$ cat src/rtl/sport_pkg.sv
package sport_pkg;
  localparam logic [5:0] OPC_STREAM = 6'b010011;

  typedef struct packed {
    logic hit;
    logic put;
    logic nb;
    logic ctl;
    logic test;
  } sp_op_t;
endpackage

$ cat src/rtl/sport_decode.sv
module sport_decode
  import sport_pkg::*;
(
  input  logic        op_valid_i,
  input  logic [5:0]  opcode_i,
  input  logic        is_put_i,
  input  logic [10:0] func_i,
  output sp_op_t      op_o
);
  logic unused_flags;
  assign unused_flags = ^func_i[6:5];

  always_comb begin
    op_o.hit  = op_valid_i && (opcode_i == OPC_STREAM) &&
                !func_i[10] && (func_i[4:0] == 5'd0);
    op_o.put  = is_put_i;
    op_o.nb   = func_i[9];
    op_o.ctl  = func_i[8];
    op_o.test = func_i[7];
  end
endmodule

$ cat src/rtl/sport_portsel.sv
module sport_portsel #(
  parameter int NPORT = 16,
  parameter int DW    = 32,
  parameter int PW    = $clog2(NPORT)
) (
  input  logic [PW-1:0]       sel_i,
  input  logic [NPORT*DW-1:0] s_data_i,
  input  logic [NPORT-1:0]    s_ctrl_i,
  input  logic [NPORT-1:0]    s_exists_i,
  input  logic [NPORT-1:0]    m_full_i,
  input  logic                pop_i,
  input  logic                push_i,
  output logic [DW-1:0]       data_o,
  output logic                ctrl_o,
  output logic                exists_o,
  output logic                full_o,
  output logic [NPORT-1:0]    s_read_o,
  output logic [NPORT-1:0]    m_write_o
);
  logic [NPORT-1:0] hot;

  for (genvar i = 0; i < NPORT; i++) begin : g_port
    assign hot[i]       = (sel_i == PW'(i));
    assign s_read_o[i]  = pop_i  & hot[i];
    assign m_write_o[i] = push_i & hot[i];
  end

  always_comb begin
    data_o   = '0;
    ctrl_o   = 1'b0;
    exists_o = 1'b0;
    full_o   = 1'b0;
    for (int i = 0; i < NPORT; i++) begin
      if (hot[i]) begin
        data_o   = s_data_i[i*DW +: DW];
        ctrl_o   = s_ctrl_i[i];
        exists_o = s_exists_i[i];
        full_o   = m_full_i[i];
      end
    end
  end
endmodule

$ cat src/rtl/sport_wb.sv
module sport_wb #(
  parameter int DW = 32
) (
  input  logic          clk_i,
  input  logic          rst_ni,
  input  logic          pop_i,
  input  logic [DW-1:0] data_i,
  input  logic          carry_we_i,
  input  logic          carry_i,
  input  logic          err_i,
  output logic          rd_we_o,
  output logic [DW-1:0] rd_data_o,
  output logic          carry_we_o,
  output logic          carry_o,
  output logic          err_set_o
);
  always_ff @(posedge clk_i or negedge rst_ni) begin
    if (!rst_ni) begin
      rd_we_o    <= 1'b0;
      rd_data_o  <= '0;
      carry_we_o <= 1'b0;
      carry_o    <= 1'b0;
      err_set_o  <= 1'b0;
    end else begin
      rd_we_o    <= pop_i;
      carry_we_o <= carry_we_i;
      carry_o    <= carry_i;
      err_set_o  <= err_i;
      if (pop_i) rd_data_o <= data_i;
    end
  end
endmodule

$ cat src/rtl/sport_xfer.sv
module sport_xfer
  import sport_pkg::*;
#(
  parameter int NPORT = 16,
  parameter int DW    = 32
) (
  input  logic                clk_i,
  input  logic                rst_ni,
  input  logic                op_valid_i,
  input  logic [5:0]          opcode_i,
  input  logic                is_put_i,
  input  logic [10:0]         func_i,
  input  logic [DW-1:0]       rb_i,
  input  logic [DW-1:0]       ra_i,
  input  logic [NPORT*DW-1:0] s_data_i,
  input  logic [NPORT-1:0]    s_ctrl_i,
  input  logic [NPORT-1:0]    s_exists_i,
  output logic [NPORT-1:0]    s_read_o,
  output logic [NPORT*DW-1:0] m_data_o,
  output logic [NPORT-1:0]    m_ctrl_o,
  input  logic [NPORT-1:0]    m_full_i,
  output logic [NPORT-1:0]    m_write_o,
  output logic                stall_o,
  output logic                rd_we_o,
  output logic [DW-1:0]       rd_data_o,
  output logic                carry_we_o,
  output logic                carry_o,
  output logic                err_set_o
);
  localparam int PW = $clog2(NPORT);

  sp_op_t          op;
  logic [DW-1:0]   sel_data;
  logic            sel_ctrl, sel_exists, sel_full;
  logic            is_get, is_put, avail, done, pop, push;
  logic            carry_we, carry_nx, err_nx;
  logic            unused_rb;

  assign unused_rb = ^rb_i[DW-1:PW];

  sport_decode u_dec (
    .op_valid_i (op_valid_i),
    .opcode_i   (opcode_i),
    .is_put_i   (is_put_i),
    .func_i     (func_i),
    .op_o       (op)
  );

  assign is_get = op.hit & ~op.put;
  assign is_put = op.hit &  op.put;
  // port can serve the access now
  assign avail  = is_get ? sel_exists : ~sel_full;
  assign done   = op.hit & (op.nb | avail);
  assign stall_o = op.hit & ~op.nb & ~avail;
  assign pop    = is_get & avail & ~op.test;
  assign push   = is_put & avail & ~op.test;

  assign carry_we = done & op.nb;
  assign carry_nx = is_get ? ~sel_exists : sel_full;
  assign err_nx   = is_get & avail & (sel_ctrl != op.ctl);

  sport_portsel #(.NPORT(NPORT), .DW(DW), .PW(PW)) u_sel (
    .sel_i      (rb_i[PW-1:0]),
    .s_data_i   (s_data_i),
    .s_ctrl_i   (s_ctrl_i),
    .s_exists_i (s_exists_i),
    .m_full_i   (m_full_i),
    .pop_i      (pop),
    .push_i     (push),
    .data_o     (sel_data),
    .ctrl_o     (sel_ctrl),
    .exists_o   (sel_exists),
    .full_o     (sel_full),
    .s_read_o   (s_read_o),
    .m_write_o  (m_write_o)
  );

  for (genvar i = 0; i < NPORT; i++) begin : g_mout
    assign m_data_o[i*DW +: DW] = ra_i;
    assign m_ctrl_o[i]          = op.ctl;
  end

  sport_wb #(.DW(DW)) u_wb (
    .clk_i      (clk_i),
    .rst_ni     (rst_ni),
    .pop_i      (pop),
    .data_i     (sel_data),
    .carry_we_i (carry_we),
    .carry_i    (carry_nx),
    .err_i      (err_nx),
    .rd_we_o    (rd_we_o),
    .rd_data_o  (rd_data_o),
    .carry_we_o (carry_we_o),
    .carry_o    (carry_o),
    .err_set_o  (err_set_o)
  );

  p_one_pop_r3: assert property (@(posedge clk_i) disable iff (!rst_ni)
    $onehot0(s_read_o));
  p_one_push_r4: assert property (@(posedge clk_i) disable iff (!rst_ni)
    $onehot0(m_write_o));
  p_stall_quiet_r2: assert property (@(posedge clk_i) disable iff (!rst_ni)
    stall_o |-> (s_read_o == '0 && m_write_o == '0));
  p_pop_then_wb_r3: assert property (@(posedge clk_i) disable iff (!rst_ni)
    (|s_read_o) |=> rd_we_o);
  p_poll_no_stall_r5: assert property (@(posedge clk_i) disable iff (!rst_ni)
    (op_valid_i && func_i[9]) |-> !stall_o);
  p_probe_quiet_r8: assert property (@(posedge clk_i) disable iff (!rst_ni)
    (op_valid_i && func_i[7]) |-> (s_read_o == '0 && m_write_o == '0));
  p_foreign_quiet_r1: assert property (@(posedge clk_i) disable iff (!rst_ni)
    (opcode_i != OPC_STREAM) |-> (!stall_o && s_read_o == '0 && m_write_o == '0));
  p_foreign_no_wb_r1: assert property (@(posedge clk_i) disable iff (!rst_ni)
    (!op_valid_i) |=> (!rd_we_o && !carry_we_o && !err_set_o));
endmodule

$ cat config.mk
export PLATFORM = sky130hd
export DESIGN_NAME = sport_xfer
export DESIGN_NICKNAME = d
export VERILOG_FILES = /design/src/rtl/sport_pkg.sv /design/src/rtl/sport_decode.sv /design/src/rtl/sport_portsel.sv /design/src/rtl/sport_wb.sv /design/src/rtl/sport_xfer.sv
export SDC_FILE = /design/constraint.sdc
export NUM_CORES = 1
export LEC_CHECK = 0
export BUFFER_PORTS_ARGS = -buffer_cell sky130_fd_sc_hd__buf_2
export CORE_AREA = 2 2 489 491
export DETAILED_ROUTE_END_ITERATION = 10
export DIE_AREA = 0 0 491 493
export MAX_ROUTING_LAYER = met4
export PLACE_DENSITY = 0.3
export SLEW_MARGIN = 20
export SYNTH_ARGS = -nofsm -noshare
export SYNTH_HDL_FRONTEND = slang
export SYNTH_SLANG_ARGS = --single-unit
$ cat constraint.sdc
create_clock -name clk_i -period 4.6 [get_ports clk_i]
set_input_delay 0.46 -clock clk_i [delete_from_list [all_inputs] [get_ports clk_i]]
set_output_delay 0.46 -clock clk_i [all_outputs]
set_load 0.005 [all_outputs]
==> results.md, run 1 <==
- The TritonCTS buffer count is 5.
- The number of rows created at floorplan is 179.
- The share of async-settable or async-resettable flops after synthesis is 100%.
- The pin count of the biggest net entering global routing is 70.
- The H-tree depth reported by CTS is 2.
- The cell area after synthesis is around 11000 µm².
- A synthesized cell averages about 7.5 µm².
- The flip-flop and latch count after synthesis is 36.
- Counting every net in the synthesized netlist gives roughly 2100.
- The clock net in this run drives a total of 36 sinks.
- The adder and majority cell fraction of the synthesized area is 0%.
- In the post-synthesis netlist, the biggest area contributors are sky130_fd_sc_hd__buf_4 37%, sky130_fd_sc_hd__dfrtp_1 8.2%, sky130_fd_sc_hd__a21oi_1 4.9%, sky130_fd_sc_hd__mux2i_1 4.7%, sky130_fd_sc_hd__o21ai_0 4.4%.
- Of the synthesized area, sequential elements account for 8.19%.
- In the synthesized netlist, mux cells make up 16.2% of the area.
- For this run, the leading register cell type out of synthesis is sky130_fd_sc_hd__dfrtp_1.
- Summed over all layers, the global routing overflow is 0.
- The routability congestion estimate is 0.873.
- The number of ports placed on the die boundary is between 1000 and 1500.
- Yosys printed 0 warnings.
- The cell type with the highest aggregate area in the netlist is sky130_fd_sc_hd__buf_4.
- The via count of the first global-routing pass was 12100.
- The gate count after technology mapping is ~1500.
- The synthesized netlist devotes 11.6% of its cell area to simple gates.
- The pre-CTS setup slack is roughly 0.72 ns.
- For this configuration, the core starts out at a cell density of 4.64%.
- The final HPWL from detailed placement is 113 mm.
- The initial antenna violation count came to around 140.
- It got as far as detailed routing and failed there.
- The die boundary width is 491 µm.
- The flow did not finish.
- In this run, synthesis inferred 0 flip-flops with an integrated enable.
- The global-route wire length before repair is between 150 and 200 mm.
- The total of buffers placed on input and output ports is ~670.
- The tool reported: "[ERROR DRT-0255] Maze Route cannot find path of net ra_i[24] in worker of routeBox ( 483000 96600 ) ( 491000 144900 )".
- The fraction of synthesized cell area in xor and xnor cells is 0.0797%.
- The main combinational cell family by area after synthesis is buffers and inverters.
- The number of different library cells used by synthesis comes to 68.
- The overall global routing resource usage is 10.5%.
- The buffer levels on the longest clock path is 2.
- Of the post-synthesis cell area, the dominant cell type holds 36.9%.
- The complex-gate fraction of the synthesized area is 22.5%.
- The number of setup buffers added after CTS is 0.
- The root buffer cell chosen for the clock tree is sky130_fd_sc_hd__clkbuf_16.
- The y dimension of the die is ~500 µm.
-- metrics by stage --
| stage | util [%] | hold slack [ns] | cell area, µm² | std cells |
|---|---|---|---|---|
| global route | 6.26 | 0.318 | 14800 | 4805 |
| CTS | 6.20 | 0.274 | 14700 | 4747 |
| detailed placement | 6.13 | 0.382 | 14500 | 4738 |
| global placement | 6.13 | 0.383 | 14500 | 4738 |
| floorplan | - | 0.164 | 11000 | 1462 |
-- cell usage after synthesis (10+ instances only) --
library cell               number
sky130_fd_sc_hd__o21ai_0       96
sky130_fd_sc_hd__nand2_1       52
sky130_fd_sc_hd__nor3_1        48
sky130_fd_sc_hd__nand3_1       18
sky130_fd_sc_hd__o22ai_1       24
sky130_fd_sc_hd__buf_4        540
sky130_fd_sc_hd__clkbuf_1      45
sky130_fd_sc_hd__a222oi_1      21
sky130_fd_sc_hd__a22oi_1       13
sky130_fd_sc_hd__nor2_1        92
sky130_fd_sc_hd__o32ai_1       10
sky130_fd_sc_hd__mux4_2        19
sky130_fd_sc_hd__dfrtp_1       36
sky130_fd_sc_hd__buf_2         37
sky130_fd_sc_hd__mux2_4        31
sky130_fd_sc_hd__a21oi_1      107
sky130_fd_sc_hd__mux2_2        33
sky130_fd_sc_hd__mux2i_1       52
sky130_fd_sc_hd__a211oi_1      13
sky130_fd_sc_hd__nor2b_1       14
sky130_fd_sc_hd__nand2b_1      17
sky130_fd_sc_hd__a221oi_1      11
-- kinds of logic after synthesis --
kind of cell,count (synthesis)
buf+inv,646
compound gates,377
simple gates,267
mux,135
flops,36
xor+xnor,1
-- per-layer routing --
layer	GRT usage [%]
met1	10.1
met2	18.3
met3	3.27
met4	6.18
met5	-
-- timing repair --
action / 4_1_cts / 5_1_grt
hold buffers: 1 / 0
gates resized for setup: 0 / 0
hold endpoints to repair: 13 / 0
==> inputs of run 2 (changes only) <==
--- a/config.mk
+++ b/config.mk
@@ -6,11 +6,10 @@
 export NUM_CORES = 1
 export LEC_CHECK = 0
 export BUFFER_PORTS_ARGS = -buffer_cell sky130_fd_sc_hd__buf_2
-export CORE_AREA = 2 2 489 491
+export CORE_AREA = 2 2 486 488
 export DETAILED_ROUTE_END_ITERATION = 10
-export DIE_AREA = 0 0 491 493
-export MAX_ROUTING_LAYER = met4
-export PLACE_DENSITY = 0.3
+export DIE_AREA = 0 0 488 490
+export PLACE_DENSITY_LB_ADDON = 0.15
 export SLEW_MARGIN = 20
 export SYNTH_ARGS = -nofsm -noshare
 export SYNTH_HDL_FRONTEND = slang
==> results.md, run 2 <==
- The met2 wire length is 67.0 mm.
- Counting the fill cells in the layout gives 27800.
- The buffer levels on the longest clock path is 2 (unchanged).
- The max-slew violation count came to 0.
- The maximum resistive drop on vdd is 153 µV.
- The area share of the largest cell type after synthesis came to 36.9% (unchanged).
- The number of cell instances on the worst register-to-register path is 1.
- Relative to the synthesized area, the layout overhead comes to 33.8%.
- The highest metal layer with signal wires is met5.
- The total negative slack for setup checks is 0 ns.
- The register-to-register setup slack is 3.76 ns.
- The number of enable-type register cells in the synthesized netlist is 0 (unchanged).
- The register area share after synthesis came to 8.19% (unchanged).
- The remaining global-route overflow is 0 (unchanged).
- Wire segments on met3 add up to 11.4 mm in the final route.
- The overall die area is 239000 µm².
- In this run, the number of DRC markers left after iteration 0 of detailed routing was 610.
- The signal on the critical path passes through buf_8 > buf_12 > inv_2 > o22ai_1 > o32a_1 > o211ai_2 > nand4b_4 > nor3_1 > buf_2.
- The worst setup path startpoint is rb_i[0].
- The cell area after synthesis is 11000 µm² (unchanged).
- The quantity of hold-fixing buffers added after cts came to 0 (-1).
- The detail route stage leaves a number of antenna-violating nets equal to 0.
- The arrival time of the worst setup path is between 3 and 4 ns.
- Timing would allow up to 269 MHz.
- In the post-synthesis netlist, the cell with the most instances is sky130_fd_sc_hd__buf_4.
- Dividing the final minimum period by the clock period gives 80.7%.
- The data required time at the worst endpoint is 4.14 ns.
- CTS placed an instance of sky130_fd_sc_hd__clkbuf_16 at the clock tree root.
- The effective utilization at floorplan came to 4.70% (+0.057 points).
- Setup violations remaining at the end of the flow were counted as 0.
- The clock reaches the later pin of the worst-skew pair after 0.35 ns.
- The setup skew after layout is 0 ns.
- The final HPWL from detailed placement is 110 mm (-2.4%).
- The number of instances resized during post-cts repair came to 0 (unchanged).
- The worst pin sits at a relative slew slack of 31.0%.
- The pre-CTS setup slack came to 0.658 ns (-0.0604 ns).
- Leaving out fill and tap cells, the most frequent cells in the layout are 662 x sky130_fd_sc_hd__buf_2, 107 x sky130_fd_sc_hd__a21oi_1, 94 x sky130_fd_sc_hd__o21ai_0.
- The TritonCTS clock tree is built.
- The global-route wire length before repair is 150 mm (-2.6%).
- The count of buffers added by post-CTS timing repair for setup is 0 (unchanged).
- After clock tree synthesis, the clock-pin slew on the worst setup and hold paths is 0.09 ns.
- The most common library cell in the layout ignoring fill and taps is sky130_fd_sc_hd__buf_2.
- The H-tree depth reported by CTS is 2 (unchanged).
- The number of flip-flops in the largest register is 32.
- The final number of hold-violating endpoints was 0.
- The total of max-cap violations is 0.
- The worst setup path is captured at an output port.
- The share of async-settable or async-resettable flops after synthesis is 100% (unchanged).
- The TritonCTS buffer count is 5 (unchanged).
- Broken down by cell family, the worst path's largest delay share belongs to buffers and inverters.
- The die boundary width is 488 µm (-0.61%).
- The most used flip-flop cell after synthesis is sky130_fd_sc_hd__dfrtp_1.
- The largest single stage delay on the critical path is approximately 0.45 ns.
- Setup repair after global routing left no endpoint under its margin.
- The via count of the first global-routing pass is 12200 (+0.84%).
- The gate count after technology mapping came to 1462 (unchanged).
- At the pin with the least slew margin, the transition time is a little over 1 ns.
- The total power density per cell area is between 100 and 150 nW/µm².
- For this run, design rule violations remaining after detail routing come to 0.
- The average wire per standard cell is ~26 µm.
- Sorting the synthesized cells by how often they occur yields 540 x sky130_fd_sc_hd__buf_4, 107 x sky130_fd_sc_hd__a21oi_1, 96 x sky130_fd_sc_hd__o21ai_0.
- Summed over all cells, the static leakage comes to 5.71 nW.
- The end-of-flow core utilization is 6.28%.
- The routability congestion estimate was 0.824 (-5.6%).
- The total number of vias is ~12000.
- The flip-flop and latch count after synthesis is 36 (unchanged).
- The fraction of final layout cells with drive strength greater than 1 is a little over half.
- The number of rows created at floorplan is 178 (-0.56%).
- The synthesized area per cell is 7.52 µm² (unchanged).
- The count of synthesis-stage warnings from yosys is 0 (unchanged).
- Counting buffers and inverters, the worst setup path is 9 cells deep.
- The net count of the mapped netlist is 2107 (unchanged).
- The via density per instance is 2.46.
- The maximum fanout count along the critical path is between 50 and 60.
- The sink count of the clock tree came to 36 (unchanged).
- The total routed wire length on the met1 layer is 42.7 mm.
- Before antenna repair, the detailed router went through 8 iterations.
- The register with the most flip-flops is u_wb.rd_data_o.
- The y dimension of the die is 490 µm (-0.61%).
- Counting I/O delays and the setup requirement, the final critical path takes 3.71 ns.
- The worst path buffer plus inverter count is 4.
- The capturing instance or port of the critical path is s_read_o[6].
- The wire length after detailed routing is 125 mm.
- The class of the most critical hold timing path is in2async.
- The cell at the slowest stage of the critical path is sky130_fd_sc_hd__nand4b_4.
- The floorplan core area is 234000 µm².
- In this run the critical register-to-register path is captured at u_wb.rd_data_o[28].
- Setup slack closes at 0.889 ns.
- The overall global routing resource usage is 9.92% (-0.54 points).
- The number of nets in the layout is about 2200.
- The kind of launch point of the worst setup path is an input port.
- The startpoint identified for the worst register-to-register timing path is u_wb.rd_data_o[28].
- The class of the most critical setup path is in2out.
- The pin count of the biggest net entering global routing is 60 (-14%).
- In the post-synthesis netlist, the biggest area contributors are sky130_fd_sc_hd__buf_4 37%, sky130_fd_sc_hd__dfrtp_1 8.2%, sky130_fd_sc_hd__a21oi_1 4.9%, sky130_fd_sc_hd__mux2i_1 4.7%, sky130_fd_sc_hd__o21ai_0 4.4%.
- The cell type with the highest aggregate area in the netlist is sky130_fd_sc_hd__buf_4.
- The total of buffers placed on input and output ports is 667 (unchanged).
- The distinct cell type count after synthesis is 68 (unchanged).
- The number of ports placed on the die boundary is 1242 (unchanged).
- The flow ran to the end, and the final reports show no timing, DRC or antenna violations.
- The initial antenna violation count is 84 (-41%).
## run 2: routing by layer
layer,up-vias,track usage (%)
met2,1037,19.0
met3,159,3.33
met5,-,0
met4,34,3.43
li1,4958,-
met1,5546,9.82
## run 2: final cells by class
class / instances / area, µm² / area share [%]
clock inverters: 1 / 7.51 / 0.0510
clock buffers: 7 / 143 / 0.970
flip-flops and latches: 36 / 901 / 6.12
well taps: 3150 / 3940 / 26.8
diodes: 37 / 92.6 / 0.629
repair buffers: 743 / 4000 / 27.2
multi-input cells: 780 / 5600 / 38.0
inverters: 9 / 33.8 / 0.230
## run 2: cells by family (layout without fill, tap and decap cells)
group	after synthesis	count (layout)	share of synthesized area [%]
flops	36	36	8.19
compound gates	377	377	22.5
buf+inv	646	760	41.5
simple gates	267	267	11.6
mux	135	135	16.2
xor+xnor	1	1	0.0797
other cells	0	37	0
## run 2: stage by stage
stage               total power, mW  std cells  hold WS (ns)  area [µm²]
floorplan                      1.10       1462         0.164       11000
global route                   2.02       4748         0.186       14700
detailed placement             1.50       4718         0.487       14500
finish                         1.88       4763         0.167       14700
CTS                            2.00       4726         0.172       14600
global placement               1.50       4718         0.490       14500
## run 2: where the power goes
group          leakage, nW  switching, mW  internal [mW]
registers            0.496       0.000352          0.318
logic                 5.15          0.688          0.433
clock network       0.0704          0.219          0.218
total                 5.71          0.907          0.969
## run 2: worst min path at each step
stage / from / end / slack (ns) / cells past startpoint
after floorplan: rst_ni / u_wb.carry_o / 0.16 / 0
after global placement: u_wb.rd_data_o[12] / u_wb.rd_data_o[12] / 0.49 / 1
after detailed placement: u_wb.rd_data_o[12] / u_wb.rd_data_o[12] / 0.49 / 1
after CTS: rst_ni / u_wb.rd_data_o[29] / 0.17 / 1
after global routing: rst_ni / u_wb.rd_data_o[29] / 0.19 / 1
final: rst_ni / u_wb.rd_data_o[29] / 0.17 / 1
Power figures use the tool's default switching activity.
==> inputs of run 3 (changes only) <==
==> constraint.sdc (replaced) <==
create_clock -name clk_i -period 3.4 [get_ports clk_i]
set_input_delay 0.34 -clock clk_i [delete_from_list [all_inputs] [get_ports clk_i]]
set_output_delay 0.34 -clock clk_i [all_outputs]
set_load 0.005 [all_outputs]
==> results.md, run 3 (synthesized netlist as in run 2, its figures left out) <==
- The startpoint of the worst register-to-register path is u_wb.rd_data_o[28].
- The remaining global-route overflow was 0 (unchanged).
- The max-slew violation count came to 0 (unchanged).
- The average wire per standard cell is 25.8 µm (-1.4%).
- The logic depth of the worst setup path including buffers is 9 (unchanged).
- The total of max-cap violations is 0 (unchanged).
- The maximum resistive drop on vdd was 193 µV (+26%).
- The wire length after detailed routing is 124 mm (-0.24%).
- The detailed-router iteration count before antenna repair is 5 (-3).
- The post-route fraction of the period consumed by the critical path is 92.8%.
- The arrival time of the worst setup path is 2.82 ns (-0.43 ns).
- The class of the most critical setup path is in2out.
- The quantity of hold-fixing buffers added after cts is 0 (unchanged).
- The overall global routing resource usage was 9.91% (-0.015 points).
- The register-to-register setup slack was 2.60 ns (-1.16 ns).
- The total power came to 2.62 mW (+40%).
- Setup repair after global routing left no endpoint under its margin.
- The number of instances resized during post-cts repair was 0 (unchanged).
- The total power density per cell area is 171 nW/µm² (+34%).
- The number of ports placed on the die boundary was 1242 (unchanged).
- The most common library cell in the layout ignoring fill and taps is sky130_fd_sc_hd__buf_2.
- The floorplan core area was 234000 µm² (unchanged).
- The initial detailed-routing violation count came to 614 (+0.66%).
- The number of rows created at floorplan is 178 (unchanged).
- The met1 track demand over resource in global routing is 9.78% (-0.039 points).
- The run finished with clean final reports.
- The via count of the first global-routing pass is 12500 (+2.6%).
- The number of flip-flops in the largest register is 32 (unchanged).
- The leakage power total is 6.06 nW (+6.1%).
- The worst setup path startpoint is rb_i[1].
- The kind of cell with the highest combined delay on the critical path is simple AND/OR/NAND/NOR gates.
- The residual antenna-violating net count after detailed routing is 0 (unchanged).
- The overall die area is 239000 µm² (unchanged).
- The die boundary width is 488 µm (unchanged).
- The worst path buffer plus inverter count is 3 (-1).
- The insertion delay of the later-clocked pin in the worst-skew pair was 0.34 ns (about the same).
- The via density per instance is 2.46 (-0.13%).
- The effective utilization at floorplan is 4.70% (unchanged).
- The data required time at the worst endpoint came to 3.06 ns (-1.08 ns).
- The buffer levels on the longest clock path is 2 (unchanged).
- The final HPWL from detailed placement is 111 mm (+0.58%).
- The smallest clock period supported by the final layout is computed as 3.16 ns.
- TritonCTS built the clock tree.
- The H-tree depth reported by CTS is 2 (unchanged).
- The worst setup path is launched from an input port.
- The DRC violation count after routing came to 0 (unchanged).
- Leaving out fill and tap cells, the most frequent cells in the layout are 662 x sky130_fd_sc_hd__buf_2, 127 x sky130_fd_sc_hd__buf_4, 107 x sky130_fd_sc_hd__a21oi_1.
- The fraction of final layout cells with drive strength greater than 1 is 56.2% (+1.7 points).
- STA classifies the critical path endpoint as an output port.
- The setup skew after layout is 0 ns (unchanged).
- The register with the most flip-flops is u_wb.rd_data_o.
- The number of nets in the layout is 2283 (+2.8%).
- The capturing instance or port of the critical path is m_write_o[2].
- The number of cell instances on the worst register-to-register path is 1 (unchanged).
- The TritonCTS buffer count is 5 (unchanged).
- The sink count of the clock tree was 36 (unchanged).
- The total number of vias is 11900 (+1.0%).
- The initial antenna violation count was 78 (-7.1%).
- The maximum achievable frequency is ~320 MHz.
- The clock slew seen by the registers of the worst setup and hold paths came to 0.08 ns (about the same).
- The total of buffers placed on input and output ports is 667 (unchanged).
- The transition at the pin with the smallest max-transition slack is 1.02 ns (-0.00360 ns).
- The delay of the slowest critical-path stage is 0.49 ns (+0.04 ns).
- The maximum fanout count along the critical path is 30 (-49%).
- The met3 track demand over resource in global routing came to 3.11% (-0.22 points).
- The growth of design area from synthesis to finish is 39.0%.
- The critical register-to-register path endpoint is u_wb.rd_data_o[28].
- The layer carrying the most global-route usage is met2.
- The count of buffers added by post-CTS timing repair for setup is 0 (unchanged).
- The routability congestion estimate is 0.788 (-4.4%).
- The total negative slack for setup checks was 0 ns (unchanged).
- The y dimension of the die was 490 µm (unchanged).
- The class of the most critical hold timing path is in2async.
- The tree is rooted in a sky130_fd_sc_hd__clkbuf_16.
- Among all stages on the critical path, the largest delay is contributed by sky130_fd_sc_hd__or4b_1.
- The routing usage on met2 is 19.4% (+0.39 points).
- The pin count of the biggest net entering global routing came to 40 (-33%).
- The number of failing setup endpoints in the final timing report is 0 (unchanged).
- The remaining max-slew budget at the tightest pin is 31.1% (+0.089 points).
- The final number of hold-violating endpoints is 0 (unchanged).
- The global-route wire length before repair is 151 mm (+0.47%).
- Traced cell by cell, the critical path runs through buf_6 > or2_2 > o21ai_0 > a311oi_1 > a211oi_1 > or4b_1 > buf_4 > nor3_1 > buf_2.
[run 3: cell types whose count changed in the layout (fill, tap and decap cells not counted), sizes merged]
cell   change
buf       +63
diode      -8
[run 3: power breakdown]
group | switching (mW) | total (mW) | leakage [nW] | internal, mW
Clock | 0.283 | 0.578 | 0.0703 | 0.295
Sequential | 0.000447 | 0.430 | 0.496 | 0.430
Combinational | 0.960 | 1.61 | 5.50 | 0.649
Total | 1.24 | 2.62 | 6.06 | 1.37
[run 3: final cells by class]
cell class	instances	area (µm²)
fillers	27900	219000
well taps	3150	3940
clock buffers	7	143
clock inverters	1	7.51
diodes	29	72.6
inverters	9	33.8
multi-input cells	780	5590
repair buffers	806	4590
flip-flops and latches	36	901
[run 3: how the worst min path moves through the flow]
stage	startpoint	end	depth (start not counted)
final	rst_ni	u_wb.rd_data_o[20]	1
after floorplan	rst_ni	u_wb.carry_o	0
after CTS	rst_ni	u_wb.rd_data_o[20]	1
after global placement	rst_ni	u_wb.rd_data_o[24]	1
after detailed placement	rst_ni	u_wb.rd_data_o[20]	1
after global routing	rst_ni	u_wb.rd_data_o[20]	1
[run 3: per-layer routing]
metal,up-vias,share of wire [%]
li1,5062,-
met2,1001,54
met1,5623,34
met3,144,8.9
met4,24,3.0
met5,-,0.13
[run 3: through the flow]
stage | hold WS (ns) | worst slack [ns] | instances | cell area (µm²) | util, %
4_1_cts | 0.0631 | 0.193 | 4789 | 15200 | 6.50
5_1_grt | 0.0905 | 0.162 | 4806 | 15300 | 6.52
2_1_floorplan | 0.0444 | 0.919 | 1462 | 11000 | -
6_report | 0.0391 | 0.244 | 4818 | 15300 | 6.53
3_3_place_gp | 0.465 | 0.174 | 4781 | 15100 | 6.43
3_5_place_dp | 0.465 | 0.155 | 4781 | 15100 | 6.43
==> inputs of run 4 (changes only) <==
--- a/config.mk
+++ b/config.mk
@@ -6,9 +6,9 @@
 export NUM_CORES = 1
 export LEC_CHECK = 0
 export BUFFER_PORTS_ARGS = -buffer_cell sky130_fd_sc_hd__buf_2
-export CORE_AREA = 2 2 486 488
+export CORE_AREA = 2 2 481 483
 export DETAILED_ROUTE_END_ITERATION = 10
-export DIE_AREA = 0 0 488 490
+export DIE_AREA = 0 0 483 485
 export PLACE_DENSITY_LB_ADDON = 0.15
 export SLEW_MARGIN = 20
 export SYNTH_ARGS = -nofsm -noshare
==> results.md, run 4 (synthesized netlist as in run 2, its figures left out) <==
- Compared with the post-synthesis result, the final layout area differs by 38.4%.
- The number of nets in the layout is 2283 (unchanged).
- The post-layout instance count excluding filler cells came to 4701 (-2.4%).
- The clock slew seen by the registers of the worst setup and hold paths is 0.11 ns (+0.03 ns).
- The number of rows created at floorplan was 176 (-1.1%).
- The pin count of the biggest net entering global routing is 46 (+15%).
- In this run the critical register-to-register path is launched from u_wb.rd_data_o[5].
- The number of fill cells in the layout is 27300 (-2.1%).
- The final number of hold-violating endpoints came to 0 (unchanged).
- The final HPWL from detailed placement is 113 mm (+2.6%).
- The detailed-router iteration count before antenna repair came to 6 (+1).
- The register with the most flip-flops is u_wb.rd_data_o.
- The buffer levels on the longest clock path is 2 (unchanged).
- The nature of the critical path endpoint is an output port.
- The maximum achievable frequency is 321 MHz (+1.2%).
- The via count of the first global-routing pass is 12300 (-1.4%).
- The number of failing setup endpoints in the final timing report is 0 (unchanged).
- The arrival time of the worst setup path is 2.78 ns (-0.04 ns).
- The overall die area is 234000 µm² (-2.0%).
- The via density per instance came to 2.55 (+3.5%).
- The insertion delay of the later-clocked pin in the worst-skew pair is 0.37 ns (+0.03 ns).
- The footprint of the flip-flops and latches is 901 µm² (unchanged).
- In this run the worst setup path begins at opcode_i[2].
- The y dimension of the die is 485 µm (-1.0%).
- The top cell types in the final layout, fill and taps aside, are 662 x sky130_fd_sc_hd__buf_2, 124 x sky130_fd_sc_hd__buf_4, 107 x sky130_fd_sc_hd__a21oi_1.
- The met3 track demand over resource in global routing was 4.07% (+0.96 points).
- The H-tree depth reported by CTS is 2 (unchanged).
- The initial antenna violation count is 139 (+78%).
- The total power density per cell area was 179 nW/µm² (+4.3%).
- The maximum fanout count along the critical path is 16 (-47%).
- The worst setup path is of the in2out kind.
- The net switching fraction of the power came to 47.0% (-0.55 points).
- The residual antenna-violating net count after detailed routing is 0 (unchanged).
- The library cell used most frequently in the layout, excluding fill and tap cells, is sky130_fd_sc_hd__buf_2.
- met2 is the most crowded layer.
- The switching power is 1.28 mW (+2.6%).
- In this run the worst hold path is classified as in2async.
- The fraction of final layout cells with drive strength greater than 1 is 56.3% (+0.12 points).
- The floorplan core area came to 229000 µm² (-2.2%).
- The remaining max-slew budget at the tightest pin came to 42.9% (+12 points).
- The post-route fraction of the period consumed by the critical path is 91.7% (-1.1 points).
- The number of ports placed on the die boundary was 1242 (unchanged).
- The global-route wire length before repair is 157 mm (+3.9%).
- The worst slack on hold paths came to 0.0342 ns (-0.00491 ns).
- The multi-input logic area was 5610 µm² (+0.31%).
- The maximum resistive drop on vdd is 265 µV (+38%).
- The sink count of the clock tree is 36 (unchanged).
- TritonCTS built the clock tree.
- The placed instance count is 4657 (-2.6%).
- The max-slew violation count was 0 (unchanged).
- The library cell used as clock root buffer is sky130_fd_sc_hd__clkbuf_16.
- The total of max-cap violations is 0 (unchanged).
- The overall global routing resource usage was 10.6% (+0.67 points).
- The shortest period the worst path allows is 3.12 ns (-0.0376 ns).
- The share of power burned in combinational logic is 59.1% (-2.4 points).
- The met1 track demand over resource in global routing was 10.1% (+0.33 points).
- The die boundary width is 483 µm (-1.0%).
- The quantity of hold-fixing buffers added after cts is 0 (unchanged).
- The kind of launch point of the worst setup path is an input port.
- The wire length after detailed routing is 128 mm (+3.3%).
- The total number of vias is 12000 (+1.0%).
- The internal power summed over all cells was 1.44 mW (+4.9%).
- Setup repair after global routing left no endpoint under its margin.
- The power share of the sequential group is 15.8% (-0.6 points).
- The average wire per standard cell is 27.3 µm (+5.9%).
- The DRC violation count after routing was 0 (unchanged).
- The clock share of power is 25.1% (+3.0 points).
- The transition at the pin with the smallest max-transition slack is 0.856 ns (-0.166 ns).
- The leakage power total was 6.09 nW (+0.51%).
- The routing usage on met2 is 21.0% (+1.7 points).
- The effective utilization at floorplan is 4.80% (+0.10 points).
- The remaining global-route overflow is 0 (unchanged).
- The data required time at the worst endpoint is 3.06 ns (about the same).
- The routability congestion estimate is 0.830 (+5.3%).
- The setup skew after layout is 0 ns (unchanged).
- The run finished with clean final reports.
- The TritonCTS buffer count was 5 (unchanged).
- The total of buffers placed on input and output ports came to 667 (unchanged).
- The initial detailed-routing violation count was 817 (+33%).
- The number of flip-flops in the largest register is 32 (unchanged).
[run 4: what timing repair did]
action	in CTS	in global routing
endpoints found under the setup margin	16	0
gates resized for setup	1	0
setup buffers	0	0
[run 4: path summary, 6_finish.rpt]
kind,end,slack [ns],cells after the start
min in group clk_i,u_wb.carry_we_o,0.20,3
worst min-delay path,u_wb.rd_data_o[0],0.03,1
worst min register to register,u_wb.rd_data_o[25],0.51,1
worst max register to register,u_wb.rd_data_o[5],2.61,1
worst max-delay path,m_write_o[13],0.28,11
max in group asynchronous,u_wb.rd_data_o[27],2.74,1
[run 4: power groups by stage]
stage               sequential, mW  clock (mW)  combinational (mW)
global route                 0.431       0.757                1.74
CTS                          0.430       0.763                1.71
detailed placement           0.439           0                1.70
floorplan                    0.439           0                1.05
global placement             0.439           0                1.71
finish                       0.430       0.682                1.61
[run 4: final cells by class]
cell class | count | share of cell area, %
antenna | 36 | 0.592
timing repair buffer | 806 | 30.4
multi-input combinational | 780 | 36.9
sequential | 36 | 5.92
inverter | 9 | 0.222
clock buffer | 5 | 0.822
tap | 3026 | 24.9
clock inverter | 3 | 0.279
[run 4: per-stage QoR]
step	instance area (µm²)	power [mW]	worst slack, ns	setup TNS [ns]	utilization, %
floorplan	11000	1.49	0.919	0	-
global placement	15000	2.15	-0.154	-1.60	6.53
finish	15200	2.72	0.281	0	6.65
CTS	15100	2.90	0.142	0	6.61
detailed placement	15000	2.14	-0.157	-1.98	6.53
global route	15100	2.93	0.0274	0	6.61
[run 4: critical path: stages]
cell and delay (ns):
sky130_fd_sc_hd__buf_2 0.13, sky130_fd_sc_hd__nor4b_2 0.47, sky130_fd_sc_hd__buf_4 0.22, sky130_fd_sc_hd__nand4b_1 0.08, sky130_fd_sc_hd__buf_4 0.19, sky130_fd_sc_hd__o22ai_1 0.21
sky130_fd_sc_hd__a211oi_1 0.10, sky130_fd_sc_hd__or4b_1 0.54, sky130_fd_sc_hd__buf_12 0.19, sky130_fd_sc_hd__nor3_1 0.15, sky130_fd_sc_hd__buf_2 0.14
[run 4: per-layer routing]
metal | wire length, µm | vias to the layer above | part of all wire [%]
li1 | - | 5077 | -
met1 | 42200 | 5523 | 33
met2 | 69800 | 1082 | 54
met3 | 12300 | 253 | 9.6
met4 | 3790 | 38 | 2.9
met5 | 241 | - | 0.19
